`config.mk`:
```
export PLATFORM = sky130hd
export DESIGN_NAME = irqb_ctrl
export DESIGN_NICKNAME = d
export VERILOG_FILES = /design/src/rtl/irqb_pkg.sv /design/src/rtl/irqb_enable_reg.sv /design/src/rtl/irqb_summary.sv /design/src/rtl/irqb_readmux.sv /design/src/rtl/irqb_ctrl.sv
export SDC_FILE = /design/constraint.sdc
export NUM_CORES = 1
export LEC_CHECK = 0
export BUFFER_PORTS_ARGS = -buffer_cell sky130_fd_sc_hd__buf_2
export CAP_MARGIN = 20
export CORE_ASPECT_RATIO = 0.6
export CORE_MARGIN = 2
export CORE_UTILIZATION = 50
export DETAILED_ROUTE_END_ITERATION = 10
export PLACE_DENSITY = 0.77
export SLEW_MARGIN = 20
export SYNTH_ARGS = -nofsm -noshare
export SYNTH_HDL_FRONTEND = slang
export SYNTH_SLANG_ARGS = --single-unit
```
`constraint.sdc`:
```
create_clock -name clk -period 2.6 [get_ports clk]
set_clock_uncertainty 0.2 [all_clocks]
set_input_delay 0.52 -clock clk [delete_from_list [all_inputs] [get_ports clk]]
set_output_delay 0.52 -clock clk [all_outputs]
set_load 0.05 [all_outputs]
```
`src/rtl/irqb_pkg.sv`:
```
package irqb_pkg;
  localparam int LOCAL_N  = 8;
  localparam int BANK_W   = 32;
  localparam int DATA_W   = 32;
  localparam int ADDR_W   = 6;
  localparam int SC1_N    = 5;
  localparam int SC2_N    = 6;

  // summary word field positions (software decodes these)
  localparam int SUM_F1   = LOCAL_N;
  localparam int SUM_F2   = LOCAL_N + 1;
  localparam int SUM_SC1  = LOCAL_N + 2;
  localparam int SUM_SC2  = SUM_SC1 + SC1_N;
  localparam int SUM_USED = SUM_SC2 + SC2_N;

  localparam int SC1_IDX [SC1_N] = '{7, 9, 10, 18, 19};
  localparam int SC2_IDX [SC2_N] = '{21, 22, 23, 24, 25, 30};

  localparam logic [ADDR_W-1:0] OFS_SUMMARY = 6'h00;
  localparam logic [ADDR_W-1:0] OFS_PEND1   = 6'h04;
  localparam logic [ADDR_W-1:0] OFS_PEND2   = 6'h08;
  localparam logic [ADDR_W-1:0] OFS_FASTCTL = 6'h0C;
  localparam logic [ADDR_W-1:0] OFS_SET1    = 6'h10;
  localparam logic [ADDR_W-1:0] OFS_SET2    = 6'h14;
  localparam logic [ADDR_W-1:0] OFS_SETL    = 6'h18;
  localparam logic [ADDR_W-1:0] OFS_CLR1    = 6'h1C;
  localparam logic [ADDR_W-1:0] OFS_CLR2    = 6'h20;
  localparam logic [ADDR_W-1:0] OFS_CLRL    = 6'h24;

  function automatic logic [BANK_W-1:0] sc1_mask();
    logic [BANK_W-1:0] m;
    m = '0;
    for (int i = 0; i < SC1_N; i++) m[SC1_IDX[i]] = 1'b1;
    return m;
  endfunction

  function automatic logic [BANK_W-1:0] sc2_mask();
    logic [BANK_W-1:0] m;
    m = '0;
    for (int i = 0; i < SC2_N; i++) m[SC2_IDX[i]] = 1'b1;
    return m;
  endfunction

  function automatic logic [SC1_N-1:0] sc1_pick(input logic [BANK_W-1:0] p);
    logic [SC1_N-1:0] r;
    for (int i = 0; i < SC1_N; i++) r[i] = p[SC1_IDX[i]];
    return r;
  endfunction

  function automatic logic [SC2_N-1:0] sc2_pick(input logic [BANK_W-1:0] p);
    logic [SC2_N-1:0] r;
    for (int i = 0; i < SC2_N; i++) r[i] = p[SC2_IDX[i]];
    return r;
  endfunction
endpackage

```
`src/rtl/irqb_enable_reg.sv`:
```
module irqb_enable_reg #(
  parameter int W = 32
) (
  input  logic         clk,
  input  logic         rst_n,
  input  logic         set_we,
  input  logic         clr_we,
  input  logic [W-1:0] mask,
  output logic [W-1:0] en
);
  logic [W-1:0] set_bits;
  logic [W-1:0] clr_bits;

  assign set_bits = set_we ? mask : '0;
  assign clr_bits = clr_we ? mask : '0;

  always_ff @(posedge clk or negedge rst_n) begin
    if (!rst_n) en <= '0;
    else        en <= (en | set_bits) & ~clr_bits;
  end
endmodule

```
`src/rtl/irqb_summary.sv`:
```
module irqb_summary
  import irqb_pkg::*;
(
  input  logic [LOCAL_N-1:0] pend_l,
  input  logic [BANK_W-1:0]  pend1,
  input  logic [BANK_W-1:0]  pend2,
  output logic               flag1,
  output logic               flag2,
  output logic [DATA_W-1:0]  summary
);
  localparam logic [BANK_W-1:0] SC1_M = sc1_mask();
  localparam logic [BANK_W-1:0] SC2_M = sc2_mask();

  assign flag1 = |(pend1 & ~SC1_M);
  assign flag2 = |(pend2 & ~SC2_M);

  always_comb begin
    summary = '0;
    summary[LOCAL_N-1:0]           = pend_l;
    summary[SUM_F1]                = flag1;
    summary[SUM_F2]                = flag2;
    summary[SUM_SC2-1:SUM_SC1]     = sc1_pick(pend1);
    summary[SUM_USED-1:SUM_SC2]    = sc2_pick(pend2);
  end
endmodule

```
`src/rtl/irqb_readmux.sv`:
```
module irqb_readmux
  import irqb_pkg::*;
(
  input  logic [ADDR_W-1:0]  addr,
  input  logic [DATA_W-1:0]  summary,
  input  logic [BANK_W-1:0]  pend1,
  input  logic [BANK_W-1:0]  pend2,
  input  logic [DATA_W-1:0]  fastctl,
  input  logic [LOCAL_N-1:0] en_l,
  input  logic [BANK_W-1:0]  en1,
  input  logic [BANK_W-1:0]  en2,
  output logic [DATA_W-1:0]  rdata
);
  always_comb begin
    rdata = '0;
    unique case (addr)
      OFS_SUMMARY:          rdata = summary;
      OFS_PEND1:            rdata[BANK_W-1:0] = pend1;
      OFS_PEND2:            rdata[BANK_W-1:0] = pend2;
      OFS_FASTCTL:          rdata = fastctl;
      OFS_SET1, OFS_CLR1:   rdata[BANK_W-1:0] = en1;
      OFS_SET2, OFS_CLR2:   rdata[BANK_W-1:0] = en2;
      OFS_SETL, OFS_CLRL:   rdata[LOCAL_N-1:0] = en_l;
      default:              rdata = '0;
    endcase
  end
endmodule

```
`src/rtl/irqb_ctrl.sv`:
```
module irqb_ctrl
  import irqb_pkg::*;
(
  input  logic               clk,
  input  logic               rst_n,
  input  logic [LOCAL_N-1:0] src_local,
  input  logic [BANK_W-1:0]  src_bank1,
  input  logic [BANK_W-1:0]  src_bank2,
  input  logic [ADDR_W-1:0]  reg_addr,
  input  logic               reg_wr,
  input  logic [DATA_W-1:0]  reg_wdata,
  output logic [DATA_W-1:0]  reg_rdata,
  output logic               irq
);
  // named write strobes, visible to the checker
  logic set1_we, set2_we, setl_we;
  logic clr1_we, clr2_we, clrl_we;
  logic fast_we;
  logic en_touch;

  assign set1_we = reg_wr && (reg_addr == OFS_SET1);
  assign set2_we = reg_wr && (reg_addr == OFS_SET2);
  assign setl_we = reg_wr && (reg_addr == OFS_SETL);
  assign clr1_we = reg_wr && (reg_addr == OFS_CLR1);
  assign clr2_we = reg_wr && (reg_addr == OFS_CLR2);
  assign clrl_we = reg_wr && (reg_addr == OFS_CLRL);
  assign fast_we = reg_wr && (reg_addr == OFS_FASTCTL);
  assign en_touch = set1_we | set2_we | setl_we | clr1_we | clr2_we | clrl_we;

  logic [LOCAL_N-1:0] en_l;
  logic [BANK_W-1:0]  en1;
  logic [BANK_W-1:0]  en2;

  irqb_enable_reg #(.W(LOCAL_N)) u_en_local (
    .clk(clk), .rst_n(rst_n), .set_we(setl_we), .clr_we(clrl_we),
    .mask(reg_wdata[LOCAL_N-1:0]), .en(en_l));

  irqb_enable_reg #(.W(BANK_W)) u_en_bank1 (
    .clk(clk), .rst_n(rst_n), .set_we(set1_we), .clr_we(clr1_we),
    .mask(reg_wdata[BANK_W-1:0]), .en(en1));

  irqb_enable_reg #(.W(BANK_W)) u_en_bank2 (
    .clk(clk), .rst_n(rst_n), .set_we(set2_we), .clr_we(clr2_we),
    .mask(reg_wdata[BANK_W-1:0]), .en(en2));

  // fast-interrupt control: storage only
  logic [DATA_W-1:0] fastctl;
  always_ff @(posedge clk or negedge rst_n) begin
    if (!rst_n)       fastctl <= '0;
    else if (fast_we) fastctl <= reg_wdata;
  end

  logic [LOCAL_N-1:0] pend_l;
  logic [BANK_W-1:0]  pend1;
  logic [BANK_W-1:0]  pend2;
  assign pend_l = src_local & en_l;
  assign pend1  = src_bank1 & en1;
  assign pend2  = src_bank2 & en2;

  logic              flag1, flag2;
  logic [DATA_W-1:0] summary;

  irqb_summary u_summary (
    .pend_l(pend_l), .pend1(pend1), .pend2(pend2),
    .flag1(flag1), .flag2(flag2), .summary(summary));

  irqb_readmux u_readmux (
    .addr(reg_addr), .summary(summary), .pend1(pend1), .pend2(pend2),
    .fastctl(fastctl), .en_l(en_l), .en1(en1), .en2(en2),
    .rdata(reg_rdata));

  logic any_pending;
  assign any_pending = |summary;

  always_ff @(posedge clk or negedge rst_n) begin
    if (!rst_n) irq <= 1'b0;
    else        irq <= any_pending;
  end
endmodule

```
==> impl_results.md <==
* CP Data Arrival Time at 2.14 ns
* Hold Crit Class: in2reg
* Buffers added on ports at roughly 150
* Critical Path RT at between 1.5 and 2 ns
* Final setup fails at 32
* Largest net degree at the start of global routing at 44
* Int Pwr at between 3 and 4 mW
* Worst Setup Start Kind: primary input
* Warnings, synthesis at 0
* R2R Path End: irq
* Yosys reg bits at around 110
* Net Switching at about 1.5 mW
* Sink Count at approximately 110
* FF-to-FF setup slack at 0.49 ns
* Final min period at between 2 and 3 ns
* Violated checks: setup timing
* Most common cell after layout, fill and taps aside: a21oi_1
* Total grt overflow at 0
* P per Cell Area at between 500 and 600 nW/um^2
* Initial Util at 50.89%
* Drt first pass iters at 5
* Placed Area at ~7500 sq um
* Tcrit/Tclk final at 109.9%
* Top achievable clock speed at 350.1 MHz
* Syn nets at around 700
* Die area at around 12000 sq um
* CORE AREA at ~11000 sq um
* Switching share of power at between 30% and 40%
* CTS max path bufs at 2
* Final Slew Violations at 0
* Final ANT Viol Nets at 0
* CTS buffer count at 9
* Syn Inst Count at 579
* Worst Slack Setup Final at -0.2561 ns
* Fin nets at around 900
* Area Growth Syn to Fin at 53.30%
* WHS Path Cells at 2
* Wire length per cell at between 20 and 30 um
* Slew at the pin closest to its max-slew limit at around 0.52 ns
* Reg power frac at a little under half
* Vias post-DR at ~6300
* Worst setup EP type: primary output
* Vias in the first global route at ~6000
* Finished Layout Cells at roughly 940
* Vias per std cell at between 6 and 7
* RSZ-0062 raised after global routing: yes
* # Max-Cap Violations at 0
* Synth async-reset ratio at 100.0%
* Initial DRC Count at around 810
* Clk pin slew, worst setup/hold paths at 0.07 ns
* Worst rel slew slack at between 60 and 70%
* RR Startpoint: u_en_bank2.en[24]
* Die span in x at between 100 and 150 um
* Antenna violations before repair at 0
* DRC viols at 0
* Clk_lat worst skew at around 0.36 ns
* Cell variety after synth at 46
* Setup CP Type: in2out
* Standard-cell row count at 30
* Primary FF master, synth: dfrtp_1
* WL final at about 24 mm
* H-Tree Depth at 3
* Worst r2r path cells at 5
* Final Hold Viols at 0
* Die Ht at approximately 87 um
* Syn Area/Cell at ~9.9 sq um
* Post-Synthesis Cell Area at between 5000 and 6000 sq um
* Most frequent cells in the layout: a21oi_1 (163), buf_2 (106), dfrtp_1 (105), buf_4 (65), inv_1 (34)
* Tot GR Track Use at a little under two fifths
* RD Place Congestion at 0.9789
* Share of cells above drive strength 1 at between 40% and 50%
* Design area at around 8800 sq um
* Sequential area share after synthesis at about 46%
* Ant. Diodes at 0
* Post-synth EDFFs at 0
* Pleak at ~4.1 nW
* Clk root buf: clkbuf_16
* Crit path max fanout at 8
* Core Util, Final at 78.02%
* Clock power share at 32.3%
* First-pass GRT wire length at around 35 mm
* Outcome: complete, but fails checks
* Placed instance count at 908
* Hold_sp: reg_wdata[21]
* Worst-case hold path end point: u_en_bank1.en[21]
* Ports at 146
* VDD IR max at 0.0003462 V
* Power share of the combinational group at approximately 22%
* DP HPWL at about 16 mm
* CTS tree: done
[sequential cells by signal (all words and copies together) (netlist names)]
signal	count
u_en_local.en	8
u_en_bank1.en	32
irq	1
fastctl	32
u_en_bank2.en	32
[per-layer routing]
layer / track usage (%) / vias up / wire [um]
met3: 12.60 / 119 / 3089
met2: 54.02 / 505 / 9882
met4: 11.45 / 2 / 1027
li1: - / 2642 / -
met1: 54.33 / 3049 / 9631
met5: 4.049 / - / 64
[layout make-up]
class,count,area (sq um)
well taps,144,180.2
clock inverters,6,83.83
fillers,722,2467
inverters,36,135.1
clock buffers,10,239.0
multi-input cells,402,3480
repair buffers,236,2011
flip-flops and latches,105,2628
[synth_stat cells, types with 3 or more instances]
| master | instances | area share [%] |
|---|---|---|
| a21o_1 | 26 | 3.4 |
| o21ai_1 | 12 | 1.1 |
| nand3_1 | 5 | 0.44 |
| mux2_4 | 30 | 7.9 |
| nand2_1 | 17 | 1.1 |
| buf_4 | 9 | 1.2 |
| dfrtp_1 | 105 | 46 |
| a221oi_1 | 10 | 1.5 |
| o221ai_1 | 10 | 1.5 |
| a21oi_1 | 180 | 16 |
| and3_1 | 7 | 0.77 |
| inv_1 | 34 | 2.2 |
| buf_2 | 18 | 1.6 |
| buf_6 | 3 | 0.59 |
| a32oi_1 | 13 | 2.0 |
| a22oi_1 | 37 | 4.9 |
| nor2_1 | 7 | 0.46 |
| nor3_1 | 3 | 0.26 |
| a22o_1 | 7 | 1.1 |
| clkbuf_1 | 5 | 0.33 |
| nand4_1 | 6 | 0.66 |
| a222oi_1 | 3 | 0.53 |
[critical path: stages]
cell and delay [ns]:
buf_8 0.11, buf_12 0.11, or3b_4 0.37, a21boi_4 0.23
buf_12 0.18, buf_12 0.13, a21o_1 0.13, a22oi_2 0.09
o21ai_4 0.07, buf_6 0.17
[logic make-up after synthesis]
logic type	synth area share (%)
AOI/OAI and AO/OA	33.21
buffers and inverters	6.134
DFF	46.00
muxes	8.280
and+or+nand+nor	6.374
[timing repair]
action	in CTS	in global routing
endpoints found under the setup margin	32	32
buffers inserted	2	9
hold endpoints to repair	33	0
pin swaps	15	35
cloned	2	3
hold buffers	1	0
resized for setup	127	39
[worst max path at each step]
stage,start,endpoint,slack (ns),depth (start not counted)
global placement,reg_addr[4],reg_rdata[7],-0.36,9
CTS,reg_addr[4],reg_rdata[17],-0.25,9
floorplan,reg_addr[2],reg_rdata[8],-0.01,6
global route,reg_addr[0],reg_rdata[8],-0.29,9
finish,reg_addr[4],reg_rdata[28],-0.26,10
detailed placement,reg_addr[5],reg_rdata[7],-0.37,9
[through the flow]
step	TNS [ns]	hold slack, ns	power [mW]	setup slack [ns]
3_3_place_gp	-13.18	0.2887	2.928	-0.3578
4_1_cts	-6.160	0.1784	4.508	-0.2469
2_1_floorplan	-0.01121	0.02441	2.496	-0.01121
5_1_grt	-7.136	0.1828	4.747	-0.2904
6_report	-5.912	0.1849	4.581	-0.2561
3_5_place_dp	-12.34	0.2957	2.963	-0.3691
[power groups by stage]
stage | combinational, mW | sequential (mW) | clock (mW)
floorplan | 0.496 | 2.00 | 0
global placement | 0.853 | 2.07 | 0
detailed placement | 0.880 | 2.08 | 0
CTS | 0.950 | 2.07 | 1.49
global route | 1.07 | 2.11 | 1.57
finish | 1.01 | 2.09 | 1.48
(Power assumes the default switching activity.)
